## config.mk

```make
export PLATFORM = sky130hd
export DESIGN_NAME = gpx_regbank
export DESIGN_NICKNAME = d
export VERILOG_FILES = /design/src/rtl/gpx_pkg.sv /design/src/rtl/gpx_sync.sv /design/src/rtl/gpx_regs.sv /design/src/rtl/gpx_rdmux.sv /design/src/rtl/gpx_regbank.sv
export SDC_FILE = /design/constraint.sdc
export NUM_CORES = 1
export LEC_CHECK = 0
export BUFFER_PORTS_ARGS = -buffer_cell sky130_fd_sc_hd__buf_4
export CORE_UTILIZATION = 46
export DETAILED_ROUTE_END_ITERATION = 8
export HOLD_SLACK_MARGIN = 0.1
export PLACE_DENSITY = 0.7
export SLEW_MARGIN = 30
export SYNTH_ARGS = -nofsm -noshare
export SYNTH_HDL_FRONTEND = slang
export SYNTH_SLANG_ARGS = --single-unit
```

## constraint.sdc

```tcl
create_clock -name clk -period 1.4 [get_ports clk]
set_clock_uncertainty 0.1 [all_clocks]
set_input_delay 0.07 -clock clk [delete_from_list [all_inputs] [get_ports clk]]
set_output_delay 0.07 -clock clk [all_outputs]
set_load 0.005 [all_outputs]
```

## src/rtl/gpx_pkg.sv

```systemverilog
package gpx_pkg;
  typedef enum logic [1:0] {
    PTR_IN  = 2'd0,
    PTR_OUT = 2'd1,
    PTR_POL = 2'd2,
    PTR_CFG = 2'd3
  } gpx_ptr_e;
endpackage

```

## src/rtl/gpx_sync.sv

```systemverilog
module gpx_sync #(
  parameter int W      = 8,
  parameter int STAGES = 2
) (
  input  logic         clk,
  input  logic         rst,
  input  logic [W-1:0] d,
  output logic [W-1:0] q
);
  logic [W-1:0] stg [STAGES];

  always_ff @(posedge clk) begin
    if (rst) stg[0] <= '0;
    else     stg[0] <= d;
  end

  for (genvar s = 1; s < STAGES; s++) begin : g_stage
    always_ff @(posedge clk) begin
      if (rst) stg[s] <= '0;
      else     stg[s] <= stg[s-1];
    end
  end

  assign q = stg[STAGES-1];
endmodule

```

## src/rtl/gpx_regs.sv

```systemverilog
module gpx_regs
  import gpx_pkg::*;
#(
  parameter int         W       = 8,
  parameter logic [W-1:0] OUT_RST = '1,
  parameter logic [W-1:0] POL_RST = '0,
  parameter logic [W-1:0] CFG_RST = '1
) (
  input  logic         clk,
  input  logic         rst,
  input  logic [1:0]   ptr,
  input  logic         wr_en,
  input  logic [W-1:0] wr_data,
  output logic [W-1:0] out_q,
  output logic [W-1:0] pol_q,
  output logic [W-1:0] cfg_q
);
  logic wr_out, wr_pol, wr_cfg;

  always_comb begin
    wr_out = 1'b0;
    wr_pol = 1'b0;
    wr_cfg = 1'b0;
    if (wr_en) begin
      case (gpx_ptr_e'(ptr))
        PTR_OUT: wr_out = 1'b1;
        PTR_POL: wr_pol = 1'b1;
        PTR_CFG: wr_cfg = 1'b1;
        default: ;
      endcase
    end
  end

  always_ff @(posedge clk) begin
    if (rst) begin
      out_q <= OUT_RST;
      pol_q <= POL_RST;
      cfg_q <= CFG_RST;
    end else begin
      if (wr_out) out_q <= wr_data;
      if (wr_pol) pol_q <= wr_data;
      if (wr_cfg) cfg_q <= wr_data;
    end
  end
endmodule

```

## src/rtl/gpx_rdmux.sv

```systemverilog
module gpx_rdmux
  import gpx_pkg::*;
#(
  parameter int W = 8
) (
  input  logic         clk,
  input  logic         rst,
  input  logic [1:0]   ptr,
  input  logic [W-1:0] pin_sync,
  input  logic [W-1:0] out_q,
  input  logic [W-1:0] pol_q,
  input  logic [W-1:0] cfg_q,
  output logic [W-1:0] rd_data
);
  logic [W-1:0] sel;

  always_comb begin
    case (gpx_ptr_e'(ptr))
      PTR_IN:  sel = pin_sync ^ pol_q;
      PTR_OUT: sel = out_q;
      PTR_POL: sel = pol_q;
      default: sel = cfg_q;
    endcase
  end

  always_ff @(posedge clk) begin
    if (rst) rd_data <= '0;
    else     rd_data <= sel;
  end
endmodule

```

## src/rtl/gpx_regbank.sv

```systemverilog
module gpx_regbank #(
  parameter int W           = 8,
  parameter int SYNC_STAGES = 2
) (
  input  logic         clk,
  input  logic         rst,
  input  logic [1:0]   ptr,
  input  logic         wr_en,
  input  logic [W-1:0] wr_data,
  output logic [W-1:0] rd_data,
  input  logic [W-1:0] pin_in,
  output logic [W-1:0] pin_out,
  output logic [W-1:0] pin_oe
);
  logic [W-1:0] pin_sync;
  logic [W-1:0] out_q, pol_q, cfg_q;

  gpx_sync #(.W(W), .STAGES(SYNC_STAGES)) u_sync (
    .clk(clk), .rst(rst), .d(pin_in), .q(pin_sync)
  );

  gpx_regs #(.W(W)) u_regs (
    .clk(clk), .rst(rst), .ptr(ptr), .wr_en(wr_en), .wr_data(wr_data),
    .out_q(out_q), .pol_q(pol_q), .cfg_q(cfg_q)
  );

  gpx_rdmux #(.W(W)) u_rdmux (
    .clk(clk), .rst(rst), .ptr(ptr), .pin_sync(pin_sync),
    .out_q(out_q), .pol_q(pol_q), .cfg_q(cfg_q), .rd_data(rd_data)
  );

  // Each pin drives only when its direction bit is cleared.
  assign pin_out = out_q;
  assign pin_oe  = ~cfg_q;
endmodule

```

==> flow_summary.ini <==
[status]
run_status = finished, final reports clean

[synthesis]
ys.warnings.count = 0
synth-seq-cells = 48
ys_seq_area_share_pct = 52.3
postSynthCellCount = 185
synth_area_sq_mm = 0.00184
syn_nets = 206
syn_area_per_cell_sq_um = 9.94
synth_cell_type_count = 19

[setup_path]
cp-start-kind = input port
critPathMaxStageDelay_ns = 0.71
slowest_stage = dlygate4sd3_1
worstPathCellList = buf_4 > dlygate4sd3_1 > a21o_1 > a21oi_1
r2r-end = u_rdmux.rd_data[0]
r2r_slack_ns = 0.47
reg2reg_depth = 3
worstReg2RegStart = u_sync.stg[1][0]
crit_arrival_ns = 1.26
worstPathMaxFanout = 8
critPathKind = in2reg
endpoint_kind = register
cp.required_ns = 1.52

[clocking]
postCtsSetupBuffers = 0
cts_tree = built
clk-insertion-delay-late_ns = 0.29
cts.sinks = 48
clk_pin_slew_ns = 0.08
numCtsBuffers = 5
htree_num_levels = 2
cts_buffer_depth = 2
ctsResizeCount = 0
root_buffer = clkbuf_8
holdBufCountCts = 17

[timing]
min_period_ns = 1.15
drv_slew = 0
tns_ns = 0
setup_viol = 0
timing.fmax_mhz = 873
post-route-period-util_pct = 81.8
worst_pin_slew_ns = 0.435
finalHoldViolCount = 0
slew_headroom_pct = 71.0
rsz0062_at_grt = no

[global_routing]
grt-ovfl-total = 0
grt.met1_usage_pct = 21.5
met2_usage_pct = 34.3
grt_pass1_wl_mm = 6.02
antenna_found_initial = 0
busiest_layer = met2
use_met3_pct = 5.90
grt_pass1_vias = 1337
grt_max_degree = 49
grt_usage_pct = 19.2

[layout]
n_antenna_cell = 0
layout_common_cells = buf_4 (48), dfxtp_1 (48), nor2b_1 (21)
stdcell_area_sq_mm = 0.00248
area_growth_pct = 34.9
regArea_sq_um = 961
fillers = 319
multi_input_area_sq_um = 764
final_net_count = 266
drive_above_1_share_pct = 22.4

[detailed_routing]
wl_per_cell_microns = 13.4
first_pass_iters = 4
drc = 0
drt-initial-drc-count = 74
num_vias = 1425
ant_nets = 0
vias_per_cell = 4.86
wl_mm = 3.92

[floorplanning]
design.die.area_sq_mm = 0.00425
coreArea_sq_mm = 0.00374
start_util_pct = 49.1
ioPinCount = 45
rows = 22
die_w_microns = 65.2
die_h_microns = 65.2

[power_and_ir_drop]
ir_drop_uv = 922
powerDensity_mw_per_mm2 = 1190
power_leakage_nw = 1.23

[min_path]
whs_endpoint = u_regs.pol_q[1]
min-delay-start = rst
hp-class = in2reg
hold_depth = 2

[placed_design]
place_hpwl_mm = 2.55
place_area_sq_mm = 0.00218
place_congestion = 0.800
portBuffers = 44

[flow_run]
cap_violations = 0
[routing by layer]
metal,share of wire [%],up-vias
li1,-,715
met3,3.8,2
met1,43,672
met2,53,36
met4,0.77,0
met5,0,-
[stage by stage]
step | setup WS, ns | utilization [%] | total power (W) | hold slack (ns) | std cells
3_5_place_dp | 0.222 | 58.2 | 0.00181 | 0.187 | 269
3_3_place_gp | 0.260 | 58.2 | 0.00180 | 0.181 | 269
2_1_floorplan | 0.370 | - | 0.00166 | 0.0878 | 185
4_1_cts | 0.258 | 66.2 | 0.00298 | 0.101 | 293
5_1_grt | 0.234 | 66.2 | 0.00307 | 0.120 | 293
6_report | 0.254 | 66.2 | 0.00295 | 0.101 | 293
[where the power goes]
part           internal [W]  leakage [nW]  switching (W)  total [W]
Clock              0.000703        0.0642       0.000433    0.00114
Sequential          0.00143         0.396      0.0000296    0.00146
Combinational      0.000201         0.766       0.000148   0.000349
[cells in the mapped netlist]
master,count,area [sq um]
a211o_1,8,70.1
a21o_1,8,60.1
a21oi_1,8,40.0
and2b_1,3,22.5
and3_1,1,6.26
and3b_1,1,8.76
buf_2,2,10.0
buf_4,2,15.0
buf_6,3,33.8
clkbuf_1,4,15.0
clkbuf_2,1,5.00
dfxtp_1,48,961
inv_1,9,33.8
mux2i_1,16,160
nand2_1,16,60.1
nand3b_1,10,75.1
nor2_1,16,60.1
nor2b_1,21,131
xnor2_1,8,70.1
[worst max-delay path by stage]
| stage | startpoint | end | slack, ns |
|---|---|---|---|
| finish | ptr[0] | u_rdmux.rd_data[1] | 0.25 |
| global placement | ptr[1] | u_regs.cfg_q[5] | 0.26 |
| detailed placement | ptr[1] | u_regs.cfg_q[4] | 0.22 |
| floorplan | ptr[1] | u_regs.pol_q[0] | 0.37 |
| CTS | ptr[0] | u_rdmux.rd_data[1] | 0.26 |
| global route | ptr[0] | u_rdmux.rd_data[0] | 0.23 |
[cell families (layout without fill, tap and decap cells)]
kind of cell	Yosys count	count (layout)	share of synthesized area, %
buffers and inverters	21	81	6.13
DFF	48	48	52.3
AOI/OAI and AO/OA	24	24	9.26
and+or+nand+nor	68	68	19.8
xor gates and xnor gates	8	8	3.81
muxes	16	16	8.71
[cell type report]
cell class	count	share of cell area, %
clock buffer	5	2.78
clock inverter	2	2.42
inverter	9	1.36
multi-input combinational	116	30.8
sequential	48	38.8
tap	48	2.42
timing repair buffer	65	21.4
[worst max-delay path, delay by kind of cell]
family                 cells  cell delay (ns)
buffers and inverters      2             0.84
AOI/OAI and AO/OA          2             0.34
[state kept, by name, summed over array words and instances, names as in the netlist]
register,cells
u_regs.cfg_q,8
u_regs.out_q,8
u_regs.pol_q,8
u_sync.stg,16
u_rdmux.rd_data,8
Power figures use the tool's default switching activity.
